### src/rtl/inep_pkg.sv
package inep_pkg;
  function automatic int ring_inc(int idx, int n);
    return (idx + 1 >= n) ? 0 : idx + 1;
  endfunction

  function automatic int ring_sum(int a, int b, int n);
    int s;
    s = a + b;
    return (s >= n) ? s - n : s;
  endfunction
endpackage

### src/rtl/inep_bank_ctrl.sv
module inep_bank_ctrl #(
  parameter int unsigned NUM_BANKS = 2,
  parameter int unsigned BUSY_W    = 2,
  parameter int unsigned BANK_W    = 1
) (
  input  logic              clk_i,
  input  logic              rst_ni,
  input  logic              commit_i,
  input  logic              kill_i,
  input  logic              done_i,
  output logic              tx_ready_o,
  output logic              commit_fire_o,
  output logic              done_fire_o,
  output logic              kill_fire_o,
  output logic              kill_pend_o,
  output logic              head_lost_o,
  output logic [BANK_W-1:0] head_o,
  output logic [BANK_W-1:0] wr_bank_o,
  output logic [BUSY_W-1:0] busy_o
);
  import inep_pkg::*;

  logic [BUSY_W-1:0] busy_q, busy_mid, busy_d;
  logic [BANK_W-1:0] head_q, head_d;
  logic              kill_q, kill_d;

  always_comb begin
    tx_ready_o    = (int'(busy_q) < int'(NUM_BANKS)) && !kill_q;
    commit_fire_o = commit_i && tx_ready_o;
    done_fire_o   = done_i && (busy_q != '0);
    // release first, then the kill sees what is left
    busy_mid      = busy_q - BUSY_W'(done_fire_o);
    kill_fire_o   = kill_q && (busy_mid != '0);
    busy_d        = busy_mid - BUSY_W'(kill_fire_o) + BUSY_W'(commit_fire_o);
    head_lost_o   = done_fire_o || (kill_fire_o && (busy_mid == BUSY_W'(1)));
    head_d        = done_fire_o ? BANK_W'(ring_inc(int'(head_q), int'(NUM_BANKS))) : head_q;
    kill_d        = kill_q ? 1'b0 : kill_i;
    wr_bank_o     = BANK_W'(ring_sum(int'(head_q), int'(busy_q), int'(NUM_BANKS)));
  end

  always_ff @(posedge clk_i or negedge rst_ni) begin
    if (!rst_ni) begin
      busy_q <= '0;
      head_q <= '0;
      kill_q <= 1'b0;
    end else begin
      busy_q <= busy_d;
      head_q <= head_d;
      kill_q <= kill_d;
    end
  end

  assign head_o      = head_q;
  assign busy_o      = busy_q;
  assign kill_pend_o = kill_q;
endmodule

### src/rtl/inep_cpu_port.sv
module inep_cpu_port #(
  parameter int unsigned DEPTH = 8,
  parameter int unsigned CNT_W = 4,
  parameter int unsigned PTR_W = 3
) (
  input  logic             clk_i,
  input  logic             rst_ni,
  input  logic             wr_i,
  input  logic             tx_ready_i,
  input  logic             commit_fire_i,
  input  logic             kill_fire_i,
  output logic             wr_allowed_o,
  output logic             wr_fire_o,
  output logic [PTR_W-1:0] wr_addr_o,
  output logic [CNT_W-1:0] cnt_o
);
  logic [CNT_W-1:0] cnt_q, cnt_d;

  always_comb begin
    wr_allowed_o = tx_ready_i && (int'(cnt_q) < int'(DEPTH));
    wr_fire_o    = wr_i && wr_allowed_o;
    cnt_d        = cnt_q;
    if (commit_fire_i || kill_fire_i) cnt_d = '0;
    else if (wr_fire_o)               cnt_d = cnt_q + CNT_W'(1);
  end

  always_ff @(posedge clk_i or negedge rst_ni) begin
    if (!rst_ni) cnt_q <= '0;
    else         cnt_q <= cnt_d;
  end

  assign wr_addr_o = cnt_q[PTR_W-1:0];
  assign cnt_o     = cnt_q;
endmodule

### src/rtl/inep_bank_store.sv
module inep_bank_store #(
  parameter int unsigned NUM_BANKS = 2,
  parameter int unsigned DEPTH     = 8,
  parameter int unsigned DATA_W    = 8,
  parameter int unsigned CNT_W     = 4,
  parameter int unsigned PTR_W     = 3,
  parameter int unsigned BANK_W    = 1
) (
  input  logic              clk_i,
  input  logic              rst_ni,
  input  logic              wr_fire_i,
  input  logic [BANK_W-1:0] wr_bank_i,
  input  logic [PTR_W-1:0]  wr_addr_i,
  input  logic [DATA_W-1:0] wr_data_i,
  input  logic              commit_fire_i,
  input  logic [CNT_W-1:0]  commit_len_i,
  input  logic [BANK_W-1:0] rd_bank_i,
  input  logic [PTR_W-1:0]  rd_addr_i,
  output logic [DATA_W-1:0] rd_data_o,
  output logic [CNT_W-1:0]  rd_len_o
);
  if (NUM_BANKS == 1) begin : g_one
    logic [DATA_W-1:0] mem_q [DEPTH];
    logic [CNT_W-1:0]  len_q;
    logic              unused_bank;

    assign unused_bank = ^{wr_bank_i, rd_bank_i};

    always_ff @(posedge clk_i) begin
      if (wr_fire_i) mem_q[wr_addr_i] <= wr_data_i;
    end

    always_ff @(posedge clk_i or negedge rst_ni) begin
      if (!rst_ni)            len_q <= '0;
      else if (commit_fire_i) len_q <= commit_len_i;
    end

    assign rd_data_o = mem_q[rd_addr_i];
    assign rd_len_o  = len_q;
  end else begin : g_multi
    logic [DATA_W-1:0] mem_q [NUM_BANKS][DEPTH];
    logic [CNT_W-1:0]  len_q [NUM_BANKS];

    always_ff @(posedge clk_i) begin
      if (wr_fire_i) mem_q[wr_bank_i][wr_addr_i] <= wr_data_i;
    end

    always_ff @(posedge clk_i or negedge rst_ni) begin
      if (!rst_ni) begin
        for (int b = 0; b < int'(NUM_BANKS); b++) len_q[b] <= '0;
      end else if (commit_fire_i) begin
        len_q[wr_bank_i] <= commit_len_i;
      end
    end

    assign rd_data_o = mem_q[rd_bank_i][rd_addr_i];
    assign rd_len_o  = len_q[rd_bank_i];
  end
endmodule

### src/rtl/inep_host_port.sv
module inep_host_port #(
  parameter int unsigned CNT_W  = 4,
  parameter int unsigned PTR_W  = 3,
  parameter int unsigned BUSY_W = 2
) (
  input  logic              clk_i,
  input  logic              rst_ni,
  input  logic              host_in_i,
  input  logic              host_rd_i,
  input  logic              uf_clr_i,
  input  logic [BUSY_W-1:0] busy_i,
  input  logic [CNT_W-1:0]  head_len_i,
  input  logic              head_lost_i,
  output logic [PTR_W-1:0]  rd_addr_o,
  output logic              nak_o,
  output logic              underflow_o
);
  logic [CNT_W-1:0] rd_q;
  logic             rd_fire, empty_in;
  logic             nak_q, uf_q;

  assign rd_fire  = host_rd_i && (busy_i != '0) && (rd_q < head_len_i);
  assign empty_in = host_in_i && (busy_i == '0);

  always_ff @(posedge clk_i or negedge rst_ni) begin
    if (!rst_ni) begin
      rd_q  <= '0;
      nak_q <= 1'b0;
      uf_q  <= 1'b0;
    end else begin
      if (head_lost_i)  rd_q <= '0;
      else if (rd_fire) rd_q <= rd_q + CNT_W'(1);
      nak_q <= empty_in;
      if (empty_in)      uf_q <= 1'b1;
      else if (uf_clr_i) uf_q <= 1'b0;
    end
  end

  assign rd_addr_o   = rd_q[PTR_W-1:0];
  assign nak_o       = nak_q;
  assign underflow_o = uf_q;
endmodule

### src/rtl/inep_buf_mgr.sv
module inep_buf_mgr #(
  parameter int unsigned NUM_BANKS = 2,
  parameter int unsigned DEPTH     = 8,
  parameter int unsigned DATA_W    = 8,
  localparam int unsigned CNT_W    = $clog2(DEPTH + 1),
  localparam int unsigned BUSY_W   = $clog2(NUM_BANKS + 1)
) (
  input  logic              clk_i,
  input  logic              rst_ni,
  input  logic              cpu_wr_i,
  input  logic [DATA_W-1:0] cpu_data_i,
  input  logic              cpu_commit_i,
  input  logic              cpu_kill_i,
  input  logic              underflow_clr_i,
  input  logic              host_in_i,
  input  logic              host_rd_i,
  input  logic              host_done_i,
  output logic              tx_ready_o,
  output logic              wr_allowed_o,
  output logic              kill_busy_o,
  output logic [CNT_W-1:0]  cpu_cnt_o,
  output logic [BUSY_W-1:0] busy_cnt_o,
  output logic              host_avail_o,
  output logic [DATA_W-1:0] host_data_o,
  output logic [CNT_W-1:0]  host_len_o,
  output logic              host_nak_o,
  output logic              underflow_o
);
  localparam int unsigned PTR_W  = (DEPTH > 1) ? $clog2(DEPTH) : 1;
  localparam int unsigned BANK_W = (NUM_BANKS > 1) ? $clog2(NUM_BANKS) : 1;

  logic              commit_fire, done_fire, kill_fire, head_lost, wr_fire;
  logic [BANK_W-1:0] head, wr_bank;
  logic [BUSY_W-1:0] busy;
  logic [PTR_W-1:0]  wr_addr, rd_addr;
  logic [CNT_W-1:0]  cnt, rd_len;

  inep_bank_ctrl #(.NUM_BANKS(NUM_BANKS), .BUSY_W(BUSY_W), .BANK_W(BANK_W)) i_ctrl (
    .clk_i, .rst_ni,
    .commit_i      (cpu_commit_i),
    .kill_i        (cpu_kill_i),
    .done_i        (host_done_i),
    .tx_ready_o    (tx_ready_o),
    .commit_fire_o (commit_fire),
    .done_fire_o   (done_fire),
    .kill_fire_o   (kill_fire),
    .kill_pend_o   (kill_busy_o),
    .head_lost_o   (head_lost),
    .head_o        (head),
    .wr_bank_o     (wr_bank),
    .busy_o        (busy)
  );

  inep_cpu_port #(.DEPTH(DEPTH), .CNT_W(CNT_W), .PTR_W(PTR_W)) i_cpu (
    .clk_i, .rst_ni,
    .wr_i          (cpu_wr_i),
    .tx_ready_i    (tx_ready_o),
    .commit_fire_i (commit_fire),
    .kill_fire_i   (kill_fire),
    .wr_allowed_o  (wr_allowed_o),
    .wr_fire_o     (wr_fire),
    .wr_addr_o     (wr_addr),
    .cnt_o         (cnt)
  );

  inep_bank_store #(
    .NUM_BANKS(NUM_BANKS), .DEPTH(DEPTH), .DATA_W(DATA_W),
    .CNT_W(CNT_W), .PTR_W(PTR_W), .BANK_W(BANK_W)
  ) i_store (
    .clk_i, .rst_ni,
    .wr_fire_i     (wr_fire),
    .wr_bank_i     (wr_bank),
    .wr_addr_i     (wr_addr),
    .wr_data_i     (cpu_data_i),
    .commit_fire_i (commit_fire),
    .commit_len_i  (cnt),
    .rd_bank_i     (head),
    .rd_addr_i     (rd_addr),
    .rd_data_o     (host_data_o),
    .rd_len_o      (rd_len)
  );

  inep_host_port #(.CNT_W(CNT_W), .PTR_W(PTR_W), .BUSY_W(BUSY_W)) i_host (
    .clk_i, .rst_ni,
    .host_in_i   (host_in_i),
    .host_rd_i   (host_rd_i),
    .uf_clr_i    (underflow_clr_i),
    .busy_i      (busy),
    .head_len_i  (rd_len),
    .head_lost_i (head_lost),
    .rd_addr_o   (rd_addr),
    .nak_o       (host_nak_o),
    .underflow_o (underflow_o)
  );

  logic unused_done;
  assign unused_done  = done_fire;
  assign cpu_cnt_o    = cnt;
  assign busy_cnt_o   = busy;
  assign host_avail_o = (busy != '0);
  assign host_len_o   = (busy == '0) ? '0 : rd_len;
endmodule

### config.mk
export PLATFORM = sky130hd
export DESIGN_NAME = inep_buf_mgr
export DESIGN_NICKNAME = d
export VERILOG_FILES = /design/src/rtl/inep_pkg.sv /design/src/rtl/inep_bank_ctrl.sv /design/src/rtl/inep_cpu_port.sv /design/src/rtl/inep_bank_store.sv /design/src/rtl/inep_host_port.sv /design/src/rtl/inep_buf_mgr.sv
export SDC_FILE = /design/constraint.sdc
export NUM_CORES = 1
export LEC_CHECK = 0
export ABC_AREA = 1
export ABC_CLOCK_PERIOD_IN_PS = 4500
export CAP_MARGIN = 10
export CELL_PAD_IN_SITES_DETAIL_PLACEMENT = 0
export CELL_PAD_IN_SITES_GLOBAL_PLACEMENT = 2
export CORE_MARGIN = 4
export CORE_UTILIZATION = 27
export CTS_BUF_LIST = sky130_fd_sc_hd__clkbuf_16
export DETAILED_ROUTE_END_ITERATION = 16
export PLACE_DENSITY_LB_ADDON = 0.05
export SYNTH_ARGS = -nofsm -noshare
export SYNTH_HDL_FRONTEND = slang
export SYNTH_SLANG_ARGS = --single-unit
### constraint.sdc
create_clock -name clk_i -period 4.5 [get_ports clk_i]
set_input_delay 0.9 -clock clk_i [delete_from_list [all_inputs] [get_ports clk_i]]
set_output_delay 0.9 -clock clk_i [all_outputs]
set_load 0.05 [all_outputs]
==> impl_metrics.env, run 1 <==
export IMPL_status="completed"
export IMPL_antenna_cells=0
export IMPL_postRouteAntennaNets=0
export IMPL_synth_seq_cells=150
export IMPL_final_util_pct=34.2
export IMPL_post_dp_cell_area_mm2=0.00720
export IMPL_p_int_mw=3.13
export IMPL_grtUsageMet2_pct=24.4
export IMPL_skew_ns=0.00839
export IMPL_drt_first_pass_iters=4
export IMPL_clkSlewWorstSetupHoldPaths_ns=0.06
export IMPL_r2r_slack_ns=1.75
export IMPL_r2r_cells=10
export IMPL_portBuffers=40
export IMPL_p_sw_mw=2.01
export IMPL_swShare_pct=39.1
export IMPL_drv_cap=0
export IMPL_critical_path_top_delay_family="buffers and inverters"
export IMPL_grt_first_pass_wirelength_um=27000
export IMPL_root_buffer="clkbuf_16"
export IMPL_whs_path_depth=2
export IMPL_period_needed_ns=3.93
export IMPL_yosysTopAreaCellShare_pct=60.3
export IMPL_crit_fanout=53
export IMPL_final_cell_mix="edfxtp_1, nor2_1, o21ai_0"
export IMPL_route_detailed_drc=0
export IMPL_seq_power_share_pct=33.9
export IMPL_required_ns=3.60
export IMPL_cp_start_kind="flop"
export IMPL_area_growth_pct=23.1
export IMPL_finalSetupTns_ns=0
export IMPL_cp_end_kind="primary output"
export IMPL_fin_nets=611
export IMPL_relSlewSlack_pct=47.9
export IMPL_drt_wirelength_per_cell_um=19.6
export IMPL_io_pins=41
export IMPL_cts_tree="done"
export IMPL_yosysWarnings=0
export IMPL_synth_cell_area_mm2=0.00637
export IMPL_grt_max_degree=54
export IMPL_rsz0062_at_grt="false"
export IMPL_whs_ns=0.490
export IMPL_worst_ep_arrival_time_ns=3.03
export IMPL_rr_endpoint="i_ctrl.busy_o[1]"
export IMPL_syn_num_nets=554
export IMPL_p_clk_share_pct=28.9
export IMPL_worst_path_buf_inv=2
export IMPL_grt_met1_usage_pct=18.1
export IMPL_max_freq_ghz=0.255
export IMPL_grt_busiest_layer="met2"
export IMPL_power_leakage_nw=2.80
export IMPL_hold_viol=0
export IMPL_cts_max_level=4
export IMPL_fin_area_mm2=0.00785
export IMPL_cp_slowest_cell="clkdlybuf4s50_1"
export IMPL_place_hpwl_um=11000
export IMPL_hold_end="i_store.g_multi.len_q[2]"
export IMPL_grt_ovfl_total=0
export IMPL_gp_congestion=0.721
export IMPL_cts_hold_buf=0
export IMPL_min_from="i_store.g_multi.len_q[2]"
export IMPL_fp_dieW_um=162
export IMPL_ir_drop_uv=235
export IMPL_final_seq_area_mm2=0.00440
export IMPL_cts_resized=0
export IMPL_postCtsSetupBuffers=0
export IMPL_grt_use_met3_pct=3.09
export IMPL_cts_buffers=17
export IMPL_insertion_delay_ns=0.42
export IMPL_slowest_delay_ns=0.83
export IMPL_tightest_slew_ns=0.780
export IMPL_antenna_found_initial=0
export IMPL_vias=4122
export IMPL_setup_viol=0
export IMPL_layout_commonest_cell="edfxtp_1"
export IMPL_setup_ws_ns=0.571
export IMPL_die_area_mm2=0.0261
export IMPL_p_comb_share_pct=37.2
export IMPL_viasPerCell=4.53
export IMPL_rows=55
export IMPL_critPathMostFrequentCell="nor2_1"
export IMPL_syn_avg_cell_area_um2=12.1
export IMPL_start_util_pct=27.8
export IMPL_crit_chain="inv_4, nor2_1, nor2_1, o21ai_0, o211ai_1, nand3_1, nand2_1, clkdlybuf4s50_1"
export IMPL_cts_buffer_depth=2
export IMPL_synth_cell_types=32
export IMPL_netlist_instances=527
export IMPL_fp_dieH_um=162
export IMPL_ys_seq_area_share_pct=69.0
export IMPL_r2r_start="i_ctrl.busy_o[0]"
export IMPL_coreArea_mm2=0.0229
export IMPL_grt_pass1_vias=4242
export IMPL_num_fill_cells=2253
export IMPL_critical_path_class="reg -> out"
export IMPL_power_per_cell_area_mw_per_mm2=656
export IMPL_initialDrtViolationCount=254
export IMPL_final_max_slew_violation_count=0
export IMPL_synth_top_area_cell="edfxtp_1"
export IMPL_drive_gt1_share_pct=11.4
export IMPL_multi_input_area_mm2=0.00169
export IMPL_grt_usage_pct=14.2
export IMPL_hold_path_class="reg -> reg"
export IMPL_cts_sinks=150
export IMPL_period_share_pct=87.3
export IMPL_totalWireLength_um=17900
export IMPL_dp_slack_ns=0.965
export IMPL_ys_top_cells_by_area="edfxtp_1, dfrtp_1, nor2_1"
## worst max-delay path by stage
stage | end | startpoint | slack, ns | depth (start not counted)
after floorplan | i_store.g_multi.mem_q[0][16] | i_ctrl.kill_pend_o | 1.70 | 5
after global placement | host_data_o[7] | i_ctrl.head_o | 0.96 | 8
after detailed placement | host_data_o[4] | i_ctrl.head_o | 0.96 | 8
after CTS | host_data_o[4] | i_ctrl.head_o | 0.51 | 8
after global routing | host_data_o[4] | i_ctrl.head_o | 0.34 | 6
final | host_data_o[7] | i_ctrl.head_o | 0.57 | 8
## worst register-to-register path: stages (launching register included)
cell and delay [ns]:
dfrtp_1 0.49, nor2_2 0.35, nor2_2 0.14, ha_1 0.22, xnor2_1 0.37, inv_1 0.08, o21ai_1 0.22, ha_1 0.27
ha_1 0.19, xor2_1 0.15, xnor2_1 0.12
## flip-flops by register name, summed over array words and instances, names as in the netlist
signal                 flops
i_cpu.cnt_o                4
i_host.nak_o               1
i_host.rd_q                4
i_host.underflow_o         1
i_ctrl.head_o              1
i_store.g_multi.len_q      8
i_ctrl.busy_o              2
i_ctrl.kill_pend_o         1
i_store.g_multi.mem_q    128
## per-layer routing
metal  vias to the layer above  wire length (µm)
met4                         0               308
met1                      2019              8100
met2                        79              8910
met3                        19               536
li1                       2005                 -
met5                         -                 0
## cells in the mapped netlist
| master | instances |
|---|---|
| a21boi_1 | 1 |
| a21oi_1 | 13 |
| a21oi_4 | 1 |
| and3_4 | 1 |
| buf_2 | 15 |
| buf_4 | 1 |
| buf_6 | 3 |
| clkbuf_1 | 5 |
| clkbuf_2 | 1 |
| dfrtp_1 | 22 |
| edfxtp_1 | 128 |
| ha_1 | 10 |
| inv_1 | 34 |
| inv_2 | 2 |
| inv_4 | 2 |
| mux2i_1 | 3 |
| nand2_1 | 36 |
| nand2_2 | 4 |
| nand2_4 | 1 |
| nand3_1 | 24 |
| nand4_1 | 5 |
| nor2_1 | 81 |
| nor2_2 | 2 |
| nor3_1 | 14 |
| nor3_2 | 1 |
| o211ai_1 | 32 |
| o21ai_0 | 47 |
| o21ai_1 | 29 |
| o22ai_1 | 1 |
| xnor2_1 | 3 |
| xnor2_4 | 1 |
| xor2_1 | 4 |
## cell families (layout without fill, tap and decap cells)
group | Yosys count | count (layout) | share of synthesized area (%)
XOR/XNOR | 8 | 8 | 1.39
adder cells (fa/ha/maj) | 10 | 10 | 1.96
flip-flops | 150 | 150 | 69.0
AND/OR/NAND/NOR | 169 | 169 | 11.5
multiplexers | 3 | 3 | 0.471
buffers and inverters | 63 | 133 | 4.52
AO/OA/AOI/OAI | 124 | 124 | 11.2
## layout make-up
cell class	instances	share of cell area, %
Sequential cell	150	56.0
Multi-Input combinational cell	314	21.5
Timing Repair Buffer	63	7.69
Clock buffer	17	5.42
Tap cell	313	4.99
Clock inverter	15	2.42
Inverter	38	1.88
## power by group through the flow
| stage | combinational [mW] | sequential (mW) | clock (mW) |
|---|---|---|---|
| CTS | 1.97 | 1.75 | 1.52 |
| global route | 2.12 | 1.76 | 1.58 |
| finish | 1.91 | 1.74 | 1.49 |
| global placement | 1.97 | 1.77 | 0 |
| detailed placement | 1.96 | 1.77 | 0 |
| floorplan | 1.29 | 1.81 | 0 |
## stage by stage
stage                     total power [mW]  cells
after floorplan                       3.10    527
final                                 5.15    910
after global routing                  5.47    910
after CTS                             5.24    909
after global placement                3.74    877
after detailed placement              3.74    877
No activity file was read; power rests on OpenSTA's default activity.
==> inputs of run 2 (changes only) <==
Settings changed: CELL_PAD_IN_SITES_DETAIL_PLACEMENT 0 to default, CELL_PAD_IN_SITES_GLOBAL_PLACEMENT 2 to default, CORE_MARGIN 4 to default.
==> impl_metrics.env, run 2 (same netlist as run 1, synthesis figures left out) <==
export IMPL_power_per_cell_area_mw_per_mm2=649
export IMPL_cts_buffers=17
export IMPL_cts_sinks=150
export IMPL_slowest_delay_ns=0.82
export IMPL_setup_viol=0
export IMPL_initialDrtViolationCount=293
export IMPL_grt_usage_pct=14.6
export IMPL_required_ns=3.60
export IMPL_tightest_slew_ns=1.10
export IMPL_grt_max_degree=83
export IMPL_status="completed"
export IMPL_max_freq_ghz=0.264
export IMPL_regMostFlops="i_store.g_multi.mem_q"
export IMPL_postCtsSetupBuffers=0
export IMPL_start_util_pct=27.8
export IMPL_finalSetupTns_ns=0
export IMPL_totalWireLength_um=16400
export IMPL_drive_gt1_share_pct=11.0
export IMPL_rows=55
export IMPL_critical_path_top_delay_family="buffers and inverters"
export IMPL_crit_chain="buf_4, o21ai_0, o211ai_1, nand3_1, nand2_1, clkdlybuf4s50_1"
export IMPL_root_buffer="clkbuf_16"
export IMPL_layout_commonest_cell="edfxtp_1"
export IMPL_crit_fanout=27
export IMPL_skew_ns=0.0143
export IMPL_place_hpwl_um=11000
export IMPL_viasPerCell=4.52
export IMPL_relSlewSlack_pct=26.7
export IMPL_power_leakage_nw=2.72
export IMPL_grt_pass1_vias=4165
export IMPL_top_regs="i_store.g_multi.mem_q: 128 flops, i_store.g_multi.len_q: 8 flops"
export IMPL_period_share_pct=84.2
export IMPL_gp_congestion=0.744
export IMPL_route_detailed_drc=0
export IMPL_drv_cap=0
export IMPL_antenna_found_initial=0
export IMPL_postRouteAntennaNets=0
export IMPL_hold_path_class="reg -> reg"
export IMPL_vias=4092
export IMPL_period_needed_ns=3.79
export IMPL_final_max_slew_violation_count=0
export IMPL_worst_path_buf_inv=2
export IMPL_cp_end_kind="primary output"
export IMPL_drt_wirelength_per_cell_um=18.1
export IMPL_power_total_mw=5.02
export IMPL_largest_reg_flops=128
export IMPL_cts_resized=0
export IMPL_grt_first_pass_wirelength_um=25800
export IMPL_area_growth_pct=21.3
export IMPL_coreArea_mm2=0.0229
export IMPL_grt_ovfl_total=0
export IMPL_cp_slowest_cell="clkdlybuf4s50_1"
export IMPL_cts_max_level=4
export IMPL_insertion_delay_ns=0.42
export IMPL_final_cell_mix="edfxtp_1, nor2_1, o21ai_0"
export IMPL_cts_tree="done"
export IMPL_clkSlewWorstSetupHoldPaths_ns=0.06
export IMPL_die_area_mm2=0.0242
export IMPL_critical_path_class="reg -> out"
export IMPL_cp_start_kind="flop"
export IMPL_fin_nets=606
export IMPL_antenna_cells=0
export IMPL_worst_ep_arrival_time_ns=2.89
export IMPL_rsz0062_at_grt="false"
export IMPL_cts_buffer_depth=2
export IMPL_fp_dieW_um=156
export IMPL_ir_drop_uv=295
export IMPL_final_util_pct=33.7
export IMPL_drt_first_pass_iters=4
export IMPL_fp_dieH_um=156
export IMPL_hold_viol=0
export IMPL_io_pins=41
export IMPL_cts_hold_buf=0
export IMPL_portBuffers=40
## run 2: cell types whose count changed in the layout (fill, tap and decap cells not counted)
cell        delta
buf_4          -6
bufinv_16      -4
inv_6          +4
inv_1          -3
clkinvlp_4     +2
inv_8          +2
buf_12         +1
buf_2          +1
clkbuf_16      -1
clkinv_1       +1
clkinv_2       -1
clkinv_4       -1
## run 2: stage by stage
stage / hold WS (ns) / setup slack (ns) / area [µm²] / cells
floorplan: 0.458 / 1.70 / 6370 / 527
global placement: 0.475 / 1.17 / 7180 / 872
detailed placement: 0.482 / 1.16 / 7180 / 873
CTS: 0.499 / 0.695 / 7730 / 905
global route: 0.518 / 0.548 / 7730 / 905
finish: 0.495 / 0.713 / 7730 / 905
## run 2: worst register-to-register path, stage by stage (launching register included)
cell and delay [ns]:
dfrtp_1 0.47, nor2_2 0.32, nor2_2 0.13, ha_1 0.21
xnor2_1 0.38, inv_1 0.08, o21ai_1 0.23, ha_1 0.28
ha_1 0.19, xor2_1 0.15, xnor2_1 0.12
## run 2: area by class of cell
cell class                      instances  area [µm²]
Sequential cell                       150        4400
Multi-Input combinational cell        314        1690
Clock buffer                           17         425
Fill cell                            2282       15200
Timing Repair Buffer                   58         558
Clock inverter                         15         121
Tap cell                              313         392
Inverter                               38         148
## run 2: final timing paths
kind	start	slack (ns)	end	cells after the start
min reg2reg	i_store.g_multi.len_q[5]	0.49	i_store.g_multi.len_q[5]	2
max in group asynchronous	rst_ni	2.70	i_ctrl.head_o	1
min	i_store.g_multi.len_q[5]	0.49	i_store.g_multi.len_q[5]	2
max	i_host.rd_q[0]	0.71	host_data_o[3]	6
min in group asynchronous	rst_ni	1.06	i_host.nak_o	1
max reg2reg	i_ctrl.busy_o[0]	1.80	i_ctrl.busy_o[1]	10
## run 2: per-layer routing
metal	global-route usage, %	wire (µm)	vias to the layer above
met4	5.28	312	0
met1	20.5	8230	2021
met3	2.53	409	16
met2	22.5	7410	57
li1	-	-	1998
met5	0	0	-
## run 2: where the power goes
part / internal, mW / switching [mW]
Clock: 0.718 / 0.607
Combinational: 0.594 / 1.38
Sequential: 1.62 / 0.0947
